===== src/rtl/afs_pkg.sv =====
package afs_pkg;

    typedef enum logic [1:0] {
        CTX_NORMAL  = 2'd0,
        CTX_BUSERR  = 2'd1,
        CTX_ADDRERR = 2'd2,
        CTX_RESET   = 2'd3
    } exc_ctx_e;

    typedef enum logic [1:0] {
        SLOT_IDLE  = 2'd0,
        SLOT_PEND  = 2'd1,
        SLOT_READY = 2'd2
    } slot_st_e;

    function automatic logic ctx_is_critical(exc_ctx_e c);
        return c != CTX_NORMAL;
    endfunction

endpackage


===== src/rtl/afs_slot.sv =====
module afs_slot
    import afs_pkg::*;
#(
    parameter int AW          = 32,
    parameter bit CANCELLABLE = 1'b0
) (
    input  logic          clk,
    input  logic          rst,
    input  logic          arm,
    input  logic [AW-1:0] arm_addr,
    input  logic [AW-1:0] arm_ret,
    input  logic [AW-1:0] arm_iptr,
    input  logic          fire,
    input  logic          cancel,
    input  logic          take,
    output logic          pend,
    output logic          ready,
    output logic [AW-1:0] rec_addr,
    output logic [AW-1:0] rec_ret,
    output logic [AW-1:0] rec_iptr
);

    typedef struct packed {
        logic [AW-1:0] addr;
        logic [AW-1:0] ret;
        logic [AW-1:0] iptr;
    } fault_rec_t;

    slot_st_e   st;
    fault_rec_t rec;
    logic       drop;

    generate
        if (CANCELLABLE) begin : g_cancel
            assign drop = cancel;
        end else begin : g_nocancel
            logic unused_cancel;
            assign unused_cancel = cancel;
            assign drop = 1'b0;
        end
    endgenerate

    always_ff @(posedge clk) begin
        if (rst) begin
            st  <= SLOT_IDLE;
            rec <= '0;
        end else begin
            case (st)
                SLOT_IDLE: begin
                    if (arm) begin
                        st  <= SLOT_PEND;
                        rec <= '{addr: arm_addr, ret: arm_ret, iptr: arm_iptr};
                    end
                end
                SLOT_PEND: begin
                    if (drop)      st <= SLOT_IDLE;
                    else if (fire) st <= SLOT_READY;
                end
                SLOT_READY: begin
                    if (take) st <= SLOT_IDLE;
                end
                default: st <= SLOT_IDLE;
            endcase
        end
    end

    assign pend     = (st == SLOT_PEND);
    assign ready    = (st == SLOT_READY);
    assign rec_addr = rec.addr;
    assign rec_ret  = rec.ret;
    assign rec_iptr = rec.iptr;

endmodule


===== src/rtl/afs_issue.sv =====
module afs_issue
    import afs_pkg::*;
#(
    parameter int AW = 32
) (
    input  logic          clk,
    input  logic          rst,
    input  exc_ctx_e      ctx,
    input  logic          ack,
    input  logic          wr_rdy,
    input  logic [AW-1:0] wr_addr,
    input  logic [AW-1:0] wr_ret,
    input  logic [AW-1:0] wr_iptr,
    input  logic          br_rdy,
    input  logic [AW-1:0] br_addr,
    input  logic [AW-1:0] br_ret,
    input  logic [AW-1:0] br_iptr,
    output logic          wr_take,
    output logic          br_take,
    output logic          req,
    output logic [AW-1:0] rep_addr,
    output logic [AW-1:0] rep_ret,
    output logic [AW-1:0] rep_iptr,
    output logic          halted,
    output logic          busy
);

    logic          can_go;
    logic          issue;
    logic [AW-1:0] sel_addr;
    logic [AW-1:0] sel_ret;
    logic [AW-1:0] sel_iptr;

    always_comb begin
        can_go  = !busy && !halted;
        wr_take = can_go && wr_rdy;
        br_take = can_go && !wr_rdy && br_rdy;
        issue   = wr_take || br_take;
        if (wr_rdy) begin
            sel_addr = wr_addr;
            sel_ret  = wr_ret;
            sel_iptr = wr_iptr;
        end else begin
            sel_addr = br_addr;
            sel_ret  = br_ret;
            sel_iptr = br_iptr;
        end
    end

    always_ff @(posedge clk) begin
        if (rst) begin
            req      <= 1'b0;
            busy     <= 1'b0;
            halted   <= 1'b0;
            rep_addr <= '0;
            rep_ret  <= '0;
            rep_iptr <= '0;
        end else begin
            req <= 1'b0;
            if (busy && ack) begin
                busy <= 1'b0;
            end else if (issue) begin
                if (ctx_is_critical(ctx)) begin
                    halted <= 1'b1;
                end else begin
                    req      <= 1'b1;
                    busy     <= 1'b1;
                    rep_addr <= sel_addr;
                    rep_ret  <= sel_ret;
                    rep_iptr <= sel_iptr;
                end
            end
        end
    end

endmodule


===== src/rtl/addr_fault_seq.sv =====
module addr_fault_seq
    import afs_pkg::*;
#(
    parameter int AW = 32
) (
    input  logic          clk,
    input  logic          rst,
    input  logic          wr_post,
    input  logic [AW-1:0] wr_addr,
    input  logic [AW-1:0] cur_pc,
    input  logic          insn_bound,
    input  logic          opnd_start,
    input  logic          br_odd,
    input  logic [AW-1:0] br_target,
    input  logic          br_not_taken,
    input  logic          pc_load,
    input  logic [1:0]    exc_ctx,
    input  logic          fault_ack,
    output logic          fault_req,
    output logic [AW-1:0] fault_addr,
    output logic [AW-1:0] fault_ret_pc,
    output logic [AW-1:0] fault_iptr,
    output logic          halted
);

    logic          wr_pend, wr_rdy, wr_take;
    logic          br_pend, br_rdy, br_take;
    logic          busy;
    logic [AW-1:0] w_addr, w_ret, w_iptr;
    logic [AW-1:0] b_addr, b_ret, b_iptr;
    exc_ctx_e      ctx;

    assign ctx = exc_ctx_e'(exc_ctx);

    afs_slot #(.AW(AW), .CANCELLABLE(1'b0)) u_wr_slot (
        .clk      (clk),
        .rst      (rst),
        .arm      (wr_post),
        .arm_addr (wr_addr),
        .arm_ret  (cur_pc),
        .arm_iptr (cur_pc),
        .fire     (insn_bound | opnd_start),
        .cancel   (1'b0),
        .take     (wr_take),
        .pend     (wr_pend),
        .ready    (wr_rdy),
        .rec_addr (w_addr),
        .rec_ret  (w_ret),
        .rec_iptr (w_iptr)
    );

    afs_slot #(.AW(AW), .CANCELLABLE(1'b1)) u_br_slot (
        .clk      (clk),
        .rst      (rst),
        .arm      (br_odd),
        .arm_addr (br_target),
        .arm_ret  (br_target),
        .arm_iptr (cur_pc),
        .fire     (pc_load),
        .cancel   (br_not_taken),
        .take     (br_take),
        .pend     (br_pend),
        .ready    (br_rdy),
        .rec_addr (b_addr),
        .rec_ret  (b_ret),
        .rec_iptr (b_iptr)
    );

    afs_issue #(.AW(AW)) u_issue (
        .clk      (clk),
        .rst      (rst),
        .ctx      (ctx),
        .ack      (fault_ack),
        .wr_rdy   (wr_rdy),
        .wr_addr  (w_addr),
        .wr_ret   (w_ret),
        .wr_iptr  (w_iptr),
        .br_rdy   (br_rdy),
        .br_addr  (b_addr),
        .br_ret   (b_ret),
        .br_iptr  (b_iptr),
        .wr_take  (wr_take),
        .br_take  (br_take),
        .req      (fault_req),
        .rep_addr (fault_addr),
        .rep_ret  (fault_ret_pc),
        .rep_iptr (fault_iptr),
        .halted   (halted),
        .busy     (busy)
    );

endmodule


===== config.mk =====
export PLATFORM = sky130hd
export DESIGN_NAME = addr_fault_seq
export DESIGN_NICKNAME = d
export VERILOG_FILES = /design/src/rtl/afs_pkg.sv /design/src/rtl/afs_slot.sv /design/src/rtl/afs_issue.sv /design/src/rtl/addr_fault_seq.sv
export SDC_FILE = /design/constraint.sdc
export NUM_CORES = 1
export LEC_CHECK = 0
export BUFFER_PORTS_ARGS = -buffer_cell sky130_fd_sc_hd__buf_2
export CAP_MARGIN = 0
export CORE_ASPECT_RATIO = 0.7
export CORE_MARGIN = 8
export CORE_UTILIZATION = 30
export CTS_CLUSTER_DIAMETER = 150
export DETAILED_ROUTE_END_ITERATION = 8
export PLACE_DENSITY = 0.56
export SLEW_MARGIN = 10
export SYNTH_ARGS = -nofsm -noshare
export SYNTH_HDL_FRONTEND = slang
export SYNTH_SLANG_ARGS = --single-unit

===== constraint.sdc =====
create_clock -name clk -period 4.3 [get_ports clk]
set_clock_uncertainty 0.1 [all_clocks]
set_input_delay 0.215 -clock clk [delete_from_list [all_inputs] [get_ports clk]]
set_output_delay 0.215 -clock clk [all_outputs]
set_load 0.1 [all_outputs]

==> impl_metrics.toml, run 1 <==
[grt]
first_global_vias = 8143
grt_pass1_wl_um = 46500
grt_max_degree = 148
antenna_found_initial = 1
grtUsageTotal = 0.165
overflow = 0

[route]
maxUsedRoutingLayer = "met4"
wire_per_inst_um = 17.1
drt_wl_total_um = 29600
vias = 8226
antenna_left = 0
drt_first_pass_iters = 5
drt-met1-wl_um = 13700
drt_iter0_markers = 519
wl_met3_um = 1590
wl_met2_um = 13700
drc = 0
viasPerCell = 4.73

[logic_synthesis]
synth_area_um2 = 8780
yosys_warnings = 0
ys_ff_latch = 231
synth.area.top_cells = "dfxtp_1, nand2_1, a21oi_1, a211oi_1, nor2_1"
syn_inst = 1091
syn_nets = 1198
yosys.area.top_type = "dfxtp_1"
ys_seq_area_frac = 0.527
synth_top_area_frac = 0.527
synth_cell_types = 25
avgSynthCellArea_um2 = 8.05

[sta]
setup-tns-final_ns = 0
max_slew_margin = 0.315
fin_crit_ns = 2.28
period_share = 0.530
finalSetupViolCount = 0
worstMarginPinSlew_ns = 1.03
fmax_mhz = 439
finalMaxSlewViolations = 0
hold_viol_final = 0
setup_ws_ns = 2.02
rsz0062_at_grt = "false"

[pwr]
power_density_nw_per_um2 = 428
p_leak_uw = 0.00463
ir_drop_mv = 0.229

[setup_path]
slowest_delay_ns = 0.45
cp-start-kind = "flip-flop"
critPathCaptureType = "flip-flop"
cp.required_ns = 4.62
cp_max_fo = 147
arrival_ns = 2.60
path_cells = "nand2b_2 > buf_4 > a21oi_4 > buf_12 > nor2_1 > a311oi_1"
cpLargestDelayFamily = "buffers and inverters"
crit_buf_inv = 2
cpMaxStageDelayCell = "buf_12"
crit_type = "reg -> reg"
cp.depth = 6
reg2reg_depth = 6

[clocking]
clkSlewWorstSetupHoldPaths_ns = 0.06
cts-resized-gates = 0
cts_buffers = 26
cts_tree = "built"
cts_setup_buffers = 0
clock_latency_ns = 0.52
cts_htree_levels = 1
root_buffer = "clkbuf_16"
cts_buffer_depth = 3
cts.sinks = 231
cts_hold_buf = 105

[run]
drv_cap = 0

[floorplan]
die_w_um = 220
start_util = 0.305
placementRows = 52
coreArea_um2 = 28800
die_y_um = 159
dieArea_um2 = 35100
ios = 205

[cells_and_area]
syn2layout_area_growth_pct = 35.1
instances_no_fill = 1738
num-nets-final = 1454
layout-drive-gt1-share = 0.201

[place]
routabilityCongestion = 0.783
io_buffers = 204
hpwl_um = 18600
placedCellCount = 1592
place_ws_ns = 2.04

[worst_hold_path]
hold_depth = 5
hold_class = "in -> reg"

[run_status]
status = "completed"
[state kept, by name, indices dropped and copies added (netlist names)]
name	flops
u_br_slot.rec_addr	32
u_br_slot.rec_iptr	32
u_br_slot.st	2
u_issue.busy	1
u_issue.halted	1
u_issue.rep_addr	32
u_issue.rep_iptr	32
u_issue.rep_ret	32
u_issue.req	1
u_wr_slot.rec_addr	32
u_wr_slot.rec_ret	32
u_wr_slot.st	2
[cell usage in the layout (no fill, tap or decap), types with 10 or more instances in the layout]
cell type / n
buf_2: 203
nand2_1: 320
and2_1: 32
clkbuf_16: 27
dfxtp_1: 231
nor2_1: 106
a311oi_1: 32
a211oi_2: 12
a211oi_1: 53
dlygate4sd3_1: 105
buf_4: 10
a21oi_1: 194
[cell type report]
cell class	count	area [µm²]
fillers	2937	17000
flip-flops and latches	231	4620
multi-input cells	766	3760
repair buffers	321	2190
clock buffers	34	752
well taps	378	473
clock inverters	6	58.8
inverters	1	3.75
diodes	1	2.50
[routing by layer]
layer / vias to the layer above / global-route usage
li1: 4186 / -
met1: 3790 / 0.222
met2: 212 / 0.270
met3: 38 / 0.0292
met4: 0 / 0.0368
met5: - / 0
[synth_stat cells, drive strengths merged]
cell type	n
nor4bb	1
nor3b	2
nor2b	2
nor2	106
o21ai	1
a311oi	32
a211oi	65
and2	32
mux2i	2
nand2	320
inv	1
nor3	2
dfxtp	231
nand2b	2
or3b	2
or4	1
clkbuf	59
buf	34
a21oi	195
o22a	1
[kinds of logic after synthesis]
| group | count (synthesis) | synth area share |
|---|---|---|
| buffers and inverters | 94 | 0.0490 |
| flip-flops | 231 | 0.527 |
| multiplexers | 2 | 0.00228 |
| AO/OA/AOI/OAI | 294 | 0.207 |
| AND/OR/NAND/NOR | 470 | 0.215 |
[path summary, 6_finish.rpt]
check,start,endpoint,slack (ns)
setup / recovery,u_wr_slot.st[0]$_SDFFE_PP0P_,u_issue.rep_iptr[9]$_SDFFE_PP0P_,2.02
hold / removal,exc_ctx[1],u_issue.halted$_SDFFE_PP0P_,0.03
setup reg to reg,u_wr_slot.st[0]$_SDFFE_PP0P_,u_issue.rep_iptr[9]$_SDFFE_PP0P_,2.02
hold reg to reg,u_br_slot.rec_addr[15]$_SDFFE_PP0P_,u_br_slot.rec_addr[15]$_SDFFE_PP0P_,0.35
[report_power, final]
group          internal (µW)  total [µW]  switching, µW
clock network           1270        2130            855
registers               2240        2300           60.1
logic                    215         652            437
[tightest hold or removal path: cells and delay by family]
family / cells / cell delay, ns
AND/OR/NAND/NOR: 3 / 0.23
AO/OA/AOI/OAI: 1 / 0.06
buffers and inverters: 1 / 0.11
[metrics by stage]
step	instance area (µm²)	total power, µW	hold slack [ns]	util
after floorplan	8780	2740	0.251	-
after global placement	10000	2920	0.337	0.347
after detailed placement	10000	2930	0.344	0.347
after CTS	11900	5150	0.00589	0.412
after global routing	11900	5320	0.0348	0.412
final	11900	5080	0.0334	0.412
(Power assumes the default switching activity.)
==> run 2, diff against run 1 <==
--- a/config.mk
+++ b/config.mk
@@ -12,7 +12,7 @@
 export CORE_UTILIZATION = 30
 export CTS_CLUSTER_DIAMETER = 150
 export DETAILED_ROUTE_END_ITERATION = 8
-export PLACE_DENSITY = 0.56
+export PLACE_DENSITY = 0.57
 export SLEW_MARGIN = 10
 export SYNTH_ARGS = -nofsm -noshare
 export SYNTH_HDL_FRONTEND = slang
==> constraint.sdc (replaced) <==
create_clock -name clk -period 1.9 [get_ports clk]
set_clock_uncertainty 0.1 [all_clocks]
set_input_delay 0.095 -clock clk [delete_from_list [all_inputs] [get_ports clk]]
set_output_delay 0.095 -clock clk [all_outputs]
set_load 0.1 [all_outputs]
==> impl_metrics.toml, run 2 (synthesized netlist as in run 1, its figures left out) <==
[run_status]
status = "finished, violations left"
violations = "setup timing"

[sta]
setup-tns-final_ns = -0.379
setup_ws_ns = -0.0623
hold_viol_final = 0
finalMaxSlewViolations = 0
rsz0062_at_grt = "true"
fin_crit_ns = 1.96
period_share = 1.03
finalSetupViolCount = 21
fmax_mhz = 510
holdWs_ns = 0.190
worstMarginPinSlew_ns = 0.550
max_slew_margin = 0.636

[worst_hold_path]
worstHoldStart = "exc_ctx[1]"
whs_endpoint = "u_issue.rep_iptr[19]$_SDFFE_PP0P_"
hold_depth = 6
hold_class = "in -> reg"

[grt]
grt_max_degree = 64
antenna_found_initial = 2
grtUsageTotal = 0.173
first_global_vias = 8438
overflow = 0
grt_pass1_wl_um = 48100

[floorplan]
die_y_um = 159
dieArea_um2 = 35100
placementRows = 52
die_w_um = 220
coreArea_um2 = 28800
ios = 205
start_util = 0.305

[route]
drt_wl_total_um = 31900
vias = 8608
drc = 0
antenna_left = 0
wire_per_inst_um = 17.9
drt_first_pass_iters = 5
drt_iter0_markers = 676
viasPerCell = 4.83

[run]
drv_cap = 0

[cells_and_area]
final_cell_mix = "nand2_1, dfxtp_1, buf_2"
syn2layout_area_growth_pct = 43.1
instances_no_fill = 1783
n_fill_cell = 2872
num-nets-final = 1494
layout-drive-gt1-share = 0.237
fin_util = 0.436
postLayoutCellArea_um2 = 12600
final_common_cell = "nand2_1"

[setup_path]
r2r-start = "u_issue.busy$_SDFFE_PP0P_"
cp-start-kind = "flip-flop"
critPathCaptureType = "flip-flop"
crit_type = "reg -> reg"
slowest_delay_ns = 0.54
arrival_ns = 2.30
cp.required_ns = 2.24
path_cells = "or4_4 > a21oi_4 > buf_12 > buf_16 > nor2_1 > a211oi_2"
cp_max_fo = 26
reg2reg_slack_ns = -0.06
reg2reg_to = "u_issue.rep_addr[20]$_SDFFE_PP0P_"
cpMaxStageDelayCell = "or4_4"
reg2reg_depth = 6

[place]
placed_area_um2 = 10300
routabilityCongestion = 0.787
io_buffers = 204
hpwl_um = 20400
placedCellCount = 1615

[clocking]
cts_htree_levels = 1
root_buffer = "clkbuf_16"
clock_latency_ns = 0.53
clkSlewWorstSetupHoldPaths_ns = 0.06
cts_tree = "built"
cts.sinks = 231
cts_buffers = 24
cts_buffer_depth = 3

[pwr]
ir_drop_mv = 0.527
p_leak_uw = 0.00496
power_density_nw_per_um2 = 927
[run 2: changes by cell type in the layout (fill, tap and decap cells not counted), sizes merged]
cell	delta
clkinv	+2
clkbuf	+5
dlygate4sd3	+3
bufinv	+1
buf	+34
[run 2: worst max-delay path, delay by kind of cell (launching register included)]
family	cells	cell delay, ns
simple gates	2	0.62
compound gates	2	0.44
buf+inv	2	0.37
flops	1	0.32
[run 2: how the worst max path moves through the flow]
stage / from / depth (start not counted) / slack, ns / endpoint
after floorplan: u_issue.halted$_SDFFE_PP0P_ / 6 / 0.003 / u_issue.rep_addr[1]$_SDFFE_PP0P_
after global placement: u_issue.halted$_SDFFE_PP0P_ / 6 / 0.003 / u_issue.rep_iptr[5]$_SDFFE_PP0P_
after detailed placement: u_issue.halted$_SDFFE_PP0P_ / 5 / -0.03 / u_issue.rep_iptr[16]$_SDFFE_PP0P_
after CTS: u_issue.halted$_SDFFE_PP0P_ / 5 / -0.02 / u_issue.rep_iptr[16]$_SDFFE_PP0P_
after global routing: u_issue.busy$_SDFFE_PP0P_ / 6 / -0.12 / u_issue.rep_addr[20]$_SDFFE_PP0P_
final: u_issue.busy$_SDFFE_PP0P_ / 6 / -0.06 / u_issue.rep_addr[20]$_SDFFE_PP0P_
[run 2: per-stage QoR]
stage / power (µW) / setup slack (ns)
after detailed placement: 6710 / -0.0264
final: 11600 / -0.0623
after CTS: 11700 / -0.0172
after floorplan: 6200 / 0.00307
after global placement: 6690 / 0.00255
after global routing: 12200 / -0.116
[run 2: where the power goes]
group          switching, µW  total (µW)  internal [µW]
Combinational           1040        1600            566
Sequential               134        5200           5070
Clock                   2010        4840           2830
[run 2: cell type report]
type	count	area, µm²	share of cell area
antenna	1	2.50	0.000199
sequential	231	4630	0.369
timing repair buffer	363	2820	0.224
tap	378	473	0.0376
clock buffer	34	699	0.0557
clock inverter	9	95.1	0.00757
inverter	1	3.75	0.000299
multi-input combinational	766	3840	0.306
[run 2: timing repair]
item / in CTS / in global routing
buffers inserted: 1 / 9
setup endpoints to repair: 12 / 82
pin swaps: 3 / 17
hold endpoints to repair: 156 / 0
cloned: 0 / 6
hold buffers: 108 / 0
resized for setup: 2 / 27
[run 2: metal layers]
metal  vias up  track usage  wire length [µm]  part of all wire
li1       4268            -                 -                 -
met1      4030        0.225             14200              0.45
met2       264        0.286             14800              0.46
met3        44       0.0437              2400             0.075
met4         2       0.0338               507             0.016
met5         -            0                13           0.00041
==> run 3, diff against run 2 <==
--- a/config.mk
+++ b/config.mk
@@ -9,10 +9,10 @@
 export CAP_MARGIN = 0
 export CORE_ASPECT_RATIO = 0.7
 export CORE_MARGIN = 8
-export CORE_UTILIZATION = 30
+export CORE_UTILIZATION = 45
 export CTS_CLUSTER_DIAMETER = 150
 export DETAILED_ROUTE_END_ITERATION = 8
-export PLACE_DENSITY = 0.57
+export PLACE_DENSITY = 0.77
 export SLEW_MARGIN = 10
 export SYNTH_ARGS = -nofsm -noshare
 export SYNTH_HDL_FRONTEND = slang
==> impl_metrics.toml, run 3 (synthesized netlist as in run 1, its figures left out) <==
[floorplan]
dieArea_um2 = 24300
coreArea_um2 = 19000
start_util = 0.462
ios = 205
placementRows = 42
die_y_um = 133
die_w_um = 183

[worst_hold_path]
worstHoldStart = "exc_ctx[1]"
whs_endpoint = "u_issue.rep_ret[14]$_SDFFE_PP0P_"
hold_class = "in -> reg"
hold_depth = 5

[grt]
grt_pass1_wl_um = 46700
grt_max_degree = 54
antenna_found_initial = 2
first_global_vias = 8760
overflow = 0
grtUsageTotal = 0.233

[route]
vias = 9147
drt-met1-wl_um = 12700
maxUsedRoutingLayer = "met4"
viasPerCell = 5.41
antenna_left = 0
wl_met3_um = 2780
drt_wl_total_um = 31400
wire_per_inst_um = 18.5
drt_iter0_markers = 788
wl_met2_um = 14800
drc = 0
drt_first_pass_iters = 7

[pwr]
switching_power_uw = 3070
ir_drop_mv = 0.631
p_sw_frac = 0.275
power_density_nw_per_um2 = 880
clkPwrFrac = 0.387
comb_power_share = 0.147
internal-power_uw = 8110
p_seq_frac = 0.466
p_leak_uw = 0.00510
p_total_uw = 11200

[setup_path]
cp_max_fo = 8
cp.required_ns = 2.20
cp-start-kind = "flip-flop"
reg2reg_slack_ns = -0.11
arrival_ns = 2.31
slowest_delay_ns = 0.54
r2r-start = "u_issue.halted$_SDFFE_PP0P_"
path_cells = "or4_4 > a21oi_4 > buf_6 > buf_12 > nor2_1 > a211oi_2"
cpMaxStageDelayCell = "or4_4"
cpLargestDelayFamily = "simple AND/OR/NAND/NOR gates"
reg2reg_depth = 6
critPathCaptureType = "flip-flop"
crit_buf_inv = 2
reg2reg_to = "u_issue.rep_ret[29]$_SDFFE_PP0P_"
crit_type = "reg -> reg"

[sta]
worstMarginPinSlew_ns = 0.561
holdWs_ns = 0.178
setup-tns-final_ns = -0.796
fmax_mhz = 498
fin_crit_ns = 2.01
setup_ws_ns = -0.108
hold_viol_final = 0
max_slew_margin = 0.626
finalSetupViolCount = 40
period_share = 1.06
finalMaxSlewViolations = 0
rsz0062_at_grt = "true"

[place]
routabilityCongestion = 0.860
hpwl_um = 18100
placed_area_um2 = 10300
io_buffers = 204

[clocking]
clkSlewWorstSetupHoldPaths_ns = 0.06
root_buffer = "clkbuf_16"
cts_htree_levels = 1
clock_latency_ns = 0.51
cts.sinks = 231
cts_buffers = 23
cts_tree = "built"
cts_buffer_depth = 3

[run]
drv_cap = 0

[run_status]
violations = "setup timing"
status = "finished, violations left"

[cells_and_area]
final_cell_mix = "nand2_1, dfxtp_1, buf_2"
num-nets-final = 1516
syn2layout_area_growth_pct = 44.6
postLayoutCellArea_um2 = 12700
final_common_cell = "nand2_1"
fin_util = 0.667
layout-drive-gt1-share = 0.260
run 3: changes by cell type in the layout (fill, tap and decap cells not counted), sizes merged:
| cell | before | now |
|---|---|---|
| clkbuf | 39 | 38 |
| bufbuf | 0 | 1 |
| inv | 1 | 2 |
| bufinv | 2 | 1 |
| clkinv | 7 | 3 |
| buf | 250 | 274 |
| diode | 1 | 4 |
run 3: area by class of cell:
cell class / instances / area (µm²)
multi-input cells: 766 / 3960
clock buffers: 35 / 641
diodes: 4 / 10.0
flip-flops and latches: 231 / 4630
fillers: 1495 / 6330
inverters: 1 / 3.75
clock inverters: 5 / 53.8
well taps: 264 / 330
repair buffers: 386 / 3070
run 3: worst register-to-register path, stage by stage, from the launching register on:
cell and delay [ns]:
dfxtp_4 0.35, or4_4 0.54, a21oi_4 0.24, buf_6 0.20, buf_12 0.13, nor2_1 0.07
a211oi_2 0.27
run 3: worst max-delay path by stage:
stage / from / end / slack [ns] / depth (start not counted)
global route: u_issue.halted$_SDFFE_PP0P_ / u_issue.rep_ret[29]$_SDFFE_PP0P_ / -0.14 / 6
floorplan: u_issue.halted$_SDFFE_PP0P_ / u_issue.rep_addr[1]$_SDFFE_PP0P_ / 0.003 / 6
CTS: u_issue.busy$_SDFFE_PP0P_ / u_issue.rep_ret[17]$_SDFFE_PP0P_ / -0.002 / 7
finish: u_issue.halted$_SDFFE_PP0P_ / u_issue.rep_ret[29]$_SDFFE_PP0P_ / -0.11 / 6
global placement: u_issue.halted$_SDFFE_PP0P_ / u_issue.rep_addr[19]$_SDFFE_PP0P_ / 0.06 / 6
detailed placement: u_issue.halted$_SDFFE_PP0P_ / u_issue.rep_ret[3]$_SDFFE_PP0P_ / -0.03 / 6
run 3: routing by layer:
| metal | vias up | track usage |
|---|---|---|
| li1 | 4299 | - |
| met1 | 4336 | 0.289 |
| met2 | 432 | 0.392 |
| met3 | 80 | 0.0588 |
| met4 | 0 | 0.0752 |
| met5 | - | 0 |
run 3: power by group through the flow:
stage          combinational, µW  sequential, µW  clock, µW
3_3_place_gp                1350            5290          0
6_report                    1640            5200       4330
2_1_floorplan                606            5590          0
3_5_place_dp                1360            5300          0
4_1_cts                     1560            5200       4340
5_1_grt                     1750            5230       4580
run 3: metrics by stage:
step / setup slack, ns / cells
3_5_place_dp: -0.0327 / 1504
5_1_grt: -0.140 / 1690
3_3_place_gp: 0.0580 / 1504
4_1_cts: -0.00207 / 1664
2_1_floorplan: 0.00307 / 1091
6_report: -0.108 / 1692
run 3: repair_timing:
action,CTS,global route
gates cloned,3,4
hold buffers,109,0
gates resized for setup,5,55
buffers inserted,8,21
pin swaps,17,35
endpoints found under the hold margin,136,0
endpoints found under the setup margin,11,94
